File: src/rtl/spiw_pkg.sv
package spiw_pkg;

    typedef enum logic [1:0] {
        ST_RUN       = 2'd0,
        ST_IDLE_WAIT = 2'd1,
        ST_WAKE      = 2'd2,
        ST_EXIT      = 2'd3
    } spiw_state_e;

endpackage

File: src/rtl/spiw_cs_sync.sv
module spiw_cs_sync #(
    parameter int STAGES = 2
) (
    input  logic clk,
    input  logic rst_n,
    input  logic cs_n_async,
    output logic cs_act_sync
);

    localparam int LAST = STAGES - 1;

    logic [LAST:0] chain_q;

    generate
        if (STAGES == 1) begin : g_single
            always_ff @(posedge clk or negedge rst_n) begin
                if (!rst_n) chain_q <= '1;
                else        chain_q <= cs_n_async;
            end
        end else begin : g_multi
            always_ff @(posedge clk or negedge rst_n) begin
                if (!rst_n) chain_q <= '1;
                else        chain_q <= {chain_q[LAST-1:0], cs_n_async};
            end
        end
    endgenerate

    assign cs_act_sync = ~chain_q[LAST];

endmodule

File: src/rtl/spiw_fsm.sv
module spiw_fsm
    import spiw_pkg::*;
(
    input  logic clk,
    input  logic rst_n,
    input  logic idle_req,
    input  logic xfer_busy,
    input  logic wake_arm,
    input  logic cs_act_raw,
    input  logic cs_act_sync,
    output logic in_wake,
    output logic wake_req,
    output logic wake_set
);

    spiw_state_e state_q, state_d;
    logic        seen_q, seen_d;

    always_comb begin
        state_d = state_q;
        unique case (state_q)
            ST_RUN:       if (idle_req) state_d = ST_IDLE_WAIT;
            ST_IDLE_WAIT: begin
                if (!idle_req)      state_d = ST_RUN;
                else if (!xfer_busy) state_d = ST_WAKE;
            end
            ST_WAKE:      if (!idle_req) state_d = ST_EXIT;
            ST_EXIT:      state_d = ST_RUN;
            default:      state_d = ST_RUN;
        endcase
    end

    always_comb begin
        seen_d = seen_q;
        if (state_q == ST_WAKE && wake_arm && cs_act_sync) seen_d = 1'b1;
        else if (state_q == ST_EXIT)                        seen_d = 1'b0;
    end

    always_ff @(posedge clk or negedge rst_n) begin
        if (!rst_n) begin
            state_q <= ST_RUN;
            seen_q  <= 1'b0;
        end else begin
            state_q <= state_d;
            seen_q  <= seen_d;
        end
    end

    always_comb begin
        in_wake  = 1'b0;
        wake_set = 1'b0;
        unique case (state_q)
            ST_RUN, ST_IDLE_WAIT: ;
            ST_WAKE:  in_wake  = 1'b1;
            ST_EXIT:  wake_set = seen_q;
            default:  ;
        endcase
        wake_req = in_wake && (seen_q || (wake_arm && cs_act_raw));
    end

    AST_ACK_AFTER_QUIET: assert property (@(posedge clk) disable iff (!rst_n)
        $rose(in_wake) |-> $past(idle_req) && !$past(xfer_busy));
    AST_LEAVE_ON_DROP: assert property (@(posedge clk) disable iff (!rst_n)
        $fell(in_wake) |-> !$past(idle_req));
    AST_WAKE_NEEDS_ARM: assert property (@(posedge clk) disable iff (!rst_n)
        wake_req |-> in_wake);

endmodule

File: src/rtl/spiw_status.sv
module spiw_status (
    input  logic clk,
    input  logic rst_n,
    input  logic in_wake,
    input  logic cfg_slave,
    input  logic wake_set,
    input  logic wks_clr,
    input  logic wke_en,
    input  logic core_irq,
    input  logic core_dma,
    input  logic word_done,
    input  logic word_read,
    output logic sts_wks,
    output logic word_pend,
    output logic irq,
    output logic dma_req
);

    logic wks_q, pend_q;

    always_ff @(posedge clk or negedge rst_n) begin
        if (!rst_n) begin
            wks_q  <= 1'b0;
            pend_q <= 1'b0;
        end else begin
            if (wake_set)     wks_q <= 1'b1;
            else if (wks_clr) wks_q <= 1'b0;

            if (in_wake && cfg_slave && word_done) pend_q <= 1'b1;
            else if (!in_wake && word_read)        pend_q <= 1'b0;
        end
    end

    always_comb begin
        sts_wks   = wks_q;
        word_pend = pend_q;
        irq       = !in_wake && (core_irq || (wks_q && wke_en));
        dma_req   = !in_wake && core_dma;
    end

    AST_SET_BEATS_CLEAR: assert property (@(posedge clk) disable iff (!rst_n)
        wake_set |=> sts_wks);
    AST_CLEAR_WORKS: assert property (@(posedge clk) disable iff (!rst_n)
        (wks_clr && !wake_set) |=> !sts_wks);
    AST_PEND_KEPT: assert property (@(posedge clk) disable iff (!rst_n)
        (in_wake && word_pend) |=> word_pend);

endmodule

File: src/rtl/spiw_idle_ctrl.sv
module spiw_idle_ctrl #(
    parameter int SYNC_STAGES = 2,
    parameter int CLK_SEL_W   = 2
) (
    input  logic                 clk,
    input  logic                 rst_n,
    input  logic                 cfg_slave,
    input  logic                 cfg_ena_wakeup,
    input  logic                 cfg_wken,
    input  logic [CLK_SEL_W-1:0] cfg_clk_activity,
    input  logic                 ch0_en,
    input  logic                 wke_en,
    input  logic                 cs0_n,
    input  logic                 idle_req,
    output logic                 idle_ack,
    output logic                 wake_req,
    output logic [CLK_SEL_W-1:0] clk_cut_ok,
    input  logic                 xfer_busy,
    input  logic                 word_done,
    input  logic                 word_read,
    output logic                 word_pend,
    input  logic                 core_irq,
    input  logic                 core_dma,
    output logic                 irq,
    output logic                 dma_req,
    input  logic                 reg_access,
    output logic                 reg_err,
    input  logic                 sts_clr_wks,
    output logic                 sts_wks
);

    logic cs_act_sync;
    logic in_wake;
    logic wake_set;
    logic wake_arm;

    assign wake_arm = cfg_slave && cfg_ena_wakeup && cfg_wken && ch0_en;

    spiw_cs_sync #(.STAGES(SYNC_STAGES)) u_sync (
        .clk         (clk),
        .rst_n       (rst_n),
        .cs_n_async  (cs0_n),
        .cs_act_sync (cs_act_sync)
    );

    spiw_fsm u_fsm (
        .clk         (clk),
        .rst_n       (rst_n),
        .idle_req    (idle_req),
        .xfer_busy   (xfer_busy),
        .wake_arm    (wake_arm),
        .cs_act_raw  (~cs0_n),
        .cs_act_sync (cs_act_sync),
        .in_wake     (in_wake),
        .wake_req    (wake_req),
        .wake_set    (wake_set)
    );

    spiw_status u_status (
        .clk       (clk),
        .rst_n     (rst_n),
        .in_wake   (in_wake),
        .cfg_slave (cfg_slave),
        .wake_set  (wake_set),
        .wks_clr   (sts_clr_wks),
        .wke_en    (wke_en),
        .core_irq  (core_irq),
        .core_dma  (core_dma),
        .word_done (word_done),
        .word_read (word_read),
        .sts_wks   (sts_wks),
        .word_pend (word_pend),
        .irq       (irq),
        .dma_req   (dma_req)
    );

    assign idle_ack   = in_wake;
    assign reg_err    = in_wake && reg_access;
    assign clk_cut_ok = (in_wake && cfg_slave) ? cfg_clk_activity : '0;

    AST_NO_WAKE_MASTER: assert property (@(posedge clk) disable iff (!rst_n)
        !cfg_slave |-> !wake_req);
    AST_LINES_QUIET: assert property (@(posedge clk) disable iff (!rst_n)
        idle_ack |-> (!irq && !dma_req));
    AST_ERR_IN_WAKE: assert property (@(posedge clk) disable iff (!rst_n)
        (idle_ack && reg_access) |-> reg_err);
    AST_CUT_MASTER: assert property (@(posedge clk) disable iff (!rst_n)
        !cfg_slave |-> (clk_cut_ok == '0));

endmodule

File: config.mk
export PLATFORM = sky130hd
export DESIGN_NAME = spiw_idle_ctrl
export DESIGN_NICKNAME = d
export VERILOG_FILES = /design/src/rtl/spiw_pkg.sv /design/src/rtl/spiw_cs_sync.sv /design/src/rtl/spiw_fsm.sv /design/src/rtl/spiw_status.sv /design/src/rtl/spiw_idle_ctrl.sv
export SDC_FILE = /design/constraint.sdc
export NUM_CORES = 1
export LEC_CHECK = 0
export ABC_AREA = 1
export BUFFER_PORTS_ARGS = -buffer_cell sky130_fd_sc_hd__buf_2
export CAP_MARGIN = 0
export CORE_AREA = 10 10 47 49
export DETAILED_ROUTE_END_ITERATION = 10
export DIE_AREA = 0 0 57 59
export HOLD_SLACK_MARGIN = 0.02
export SLEW_MARGIN = 20
export SYNTH_ARGS = -nofsm -noshare
export SYNTH_HDL_FRONTEND = slang
export SYNTH_SLANG_ARGS = --single-unit
File: constraint.sdc
create_clock -name clk -period 2.35 [get_ports clk]
set_input_delay 0 -clock clk [delete_from_list [all_inputs] [get_ports clk]]
set_output_delay 0 -clock clk [all_outputs]
set_load 0.05 [all_outputs]
==> metrics <==
status=finished, final reports clean; top_reg_cell synth=dfrtp_1; largest net degree at the start of global routing=8; mux cell area share after synthesis=0; post-CTS resize count=0; leading area contributor after synthesis=dfrtp_1; biggest cell delay along the critical path=560 ps; Cell Int Power=between 200 and 300 uW; largest family of logic cells by synthesized area=simple AND/OR/NAND/NOR gates; P_sw=173 uW; worst setup path start=u_fsm.state_q[0]; Pins Over Slew Limit=0; Max clock buf depth=2; Via density=4.06; Initial DRC Count=1; Rows=14; Final Skew=4.70 ps; max frequency=517 MHz; CP max FO=7; final setup vio count=0; worst setup path class=flip-flop to flip-flop; RSZ-0062 raised after global routing=no; count of different cell masters after synthesis=13; initial core utilization=0.249; Post-DP HPWL=887 um; Placement Setup Slack=1260 ps; Hold Crit Depth=5; CTS Sinks=7; Top cell by count, worst path=dlygate4sd3_1; die area=0.00336 mm^2; nature of the critical path endpoint=flip-flop; Seq/Total Area, Yosys=0.509; Post-CTS Setup Inserts=0; Mean Syn Cell Area=7.43 um^2; Final Hold Fails=0; peak supply drop=0.349 mV; Post-synth EDFFs=0; Power Total=433 uW; Seq cells post-synth=7; I/O Buffers=26; Sequential Power Share=0.365; Worst R2R Setup Slack=around 410 ps; Comb pwr share=0.388; final WL=1080 um; root buffer cell=clkbuf_4; die height=59 um; met3 layer usage reported by global route=0.0494; gr usage total=0.0696; share of layout cells above drive strength 1=0.412; XOR/XNOR share of the synthesized area=0; Clock transition at path regs=50 ps; Layout Utilization=0.432; Clk pwr share=0.247; Async SR Flop Fraction=1.00; Reg2Reg Depth=5; fin nets=~100; Reg2Reg Capture Point=u_status.word_pend; Final min period=around 1900 ps; clock latency on the worst-skew pair=250 ps; vias in the first global route=452; Synth Instances=47; Ant. Diodes=0; count leader, synth=nand2_1; WP depth=5; worst min path class=input port to flip-flop; P_leak=0.348 nW; delay-heaviest family, CP=buffers and inverters; first-pass GRT wire length=approximately 1800 um; Critical Path RT=around 2500 ps; Synth area leaders=dfrtp_1 (36%), dfstp_2 (15%), nand2_1 (12%), inv_1 (11%), nor2_1 (7.5%); simple-gate share of the synthesized area=0.272; CP Data Arrival Time=2120 ps; Critical R2R Launch=u_fsm.state_q[0]; Slew HR=0.829; post-synthesis adder-cell area fraction=0; Post-DRT Antenna Nets=0; Syn-to-layout area delta=73.5%; cts bufs inserted=3; most used routing layer=met2; vias post-DR=410; period utilization=0.824; Die X=roughly 57 um; Mapped Area=about 350 um^2; DR pass1 iterations=2; switch share=0.401; total gr overflow=0; H-Tree Depth=1; met2 Usage GRT=0.0946; final setup TNS=0 ps; count of buffer and inverter cells on the critical path=2; Residual DRC=0; Worst setup endpoint=u_status.word_pend; worst-margin pin slew=259 ps; crit start category=flip-flop; # IOs=27; gpl congestion=0.649; Max stage delay cell, worst path=dlygate4sd3_1; max_cap viols=0; syn_nets=65; crit-path cells=nor2_4 -> nand3_1 -> dlygate4sd3_1 -> nand2_1 -> dlygate4sd3_1; final hold slack=80.0 ps; top cells by count, synth=nand2_1 (11), inv_1 (10), nor2_1 (7); Setup WS post-layout=414 ps; WL/cell=roughly 11 um; core area=0.00140 mm^2; CTS tree=yes; top-area cell type share of the netlist area=0.358; post-cts hold buffer count=8; YS warnings=0; complex-gate fraction of the synthesized area=0.0896; initial antenna violation count=0; PD cells=just over 700 mW/mm^2; met1 GRT Util=0.0701
[per-layer routing]
| metal | up-vias | wire, um |
|---|---|---|
| li1 | 215 | - |
| met1 | 162 | 476 |
| met2 | 29 | 426 |
| met3 | 4 | 162 |
| met4 | 0 | 18 |
| met5 | - | 0 |
[power by group through the flow]
stage / combinational (mW) / sequential, mW / clock (mW)
finish: 0.168 / 0.158 / 0.107
detailed placement: 0.158 / 0.160 / 0
floorplan: 0.0996 / 0.171 / 0
CTS: 0.170 / 0.158 / 0.113
global route: 0.185 / 0.161 / 0.120
global placement: 0.156 / 0.159 / 0
[cells in the final DEF (no fill, tap or decap)]
master and instances:
inv_2 2, dfstp_2 2, a21oi_1 1, o22ai_1 1, clkbuf_4 3, nor2_1 7
nand3_1 2, nand2_1 11, buf_2 26, dlygate4sd3_1 8, inv_1 10, dfrtp_1 5
o21ai_1 1, nand2_2 1, nor2_4 1, o21ai_0 3, clkbuf_1 1
[worst register-to-register path, cell delays in order, from the launching register on]
cell,delay (ps)
dfrtp_1,430
nor2_4,210
nand3_1,80
dlygate4sd3_1,560
nand2_1,60
dlygate4sd3_1,530
[worst min path at each step]
| stage | end | startpoint | slack [ps] |
|---|---|---|---|
| after CTS | u_fsm.seen_q | cfg_wken | 70 |
| after global routing | async pin | rst_n | 130 |
| after detailed placement | u_fsm.seen_q | rst_n | -160 |
| after floorplan | async pin | rst_n | -300 |
| after global placement | u_fsm.seen_q | rst_n | -160 |
| final | u_fsm.seen_q | cfg_wken | 80 |
[layout make-up]
cell class	count	area, um^2
Tap cell	16	20.0
Fill cell	169	796
Multi-Input combinational cell	28	126
Clock buffer	4	26.3
Timing Repair Buffer	34	210
Sequential cell	7	178
Inverter	12	45.0
[metrics by stage]
| step | instances | area [um^2] |
|---|---|---|
| after floorplan | 47 | 349 |
| after global placement | 89 | 499 |
| after detailed placement | 89 | 499 |
| after CTS | 101 | 606 |
| after global routing | 101 | 606 |
| final | 101 | 606 |
[cells by family (layout without fill, tap and decap cells)]
kind of cell           after synthesis  count (layout)
and+or+nand+nor                     22              22
DFF                                  7               7
AOI/OAI and AO/OA                    6               6
buffers and inverters               12              50
No activity file was read; power rests on OpenSTA's default activity.
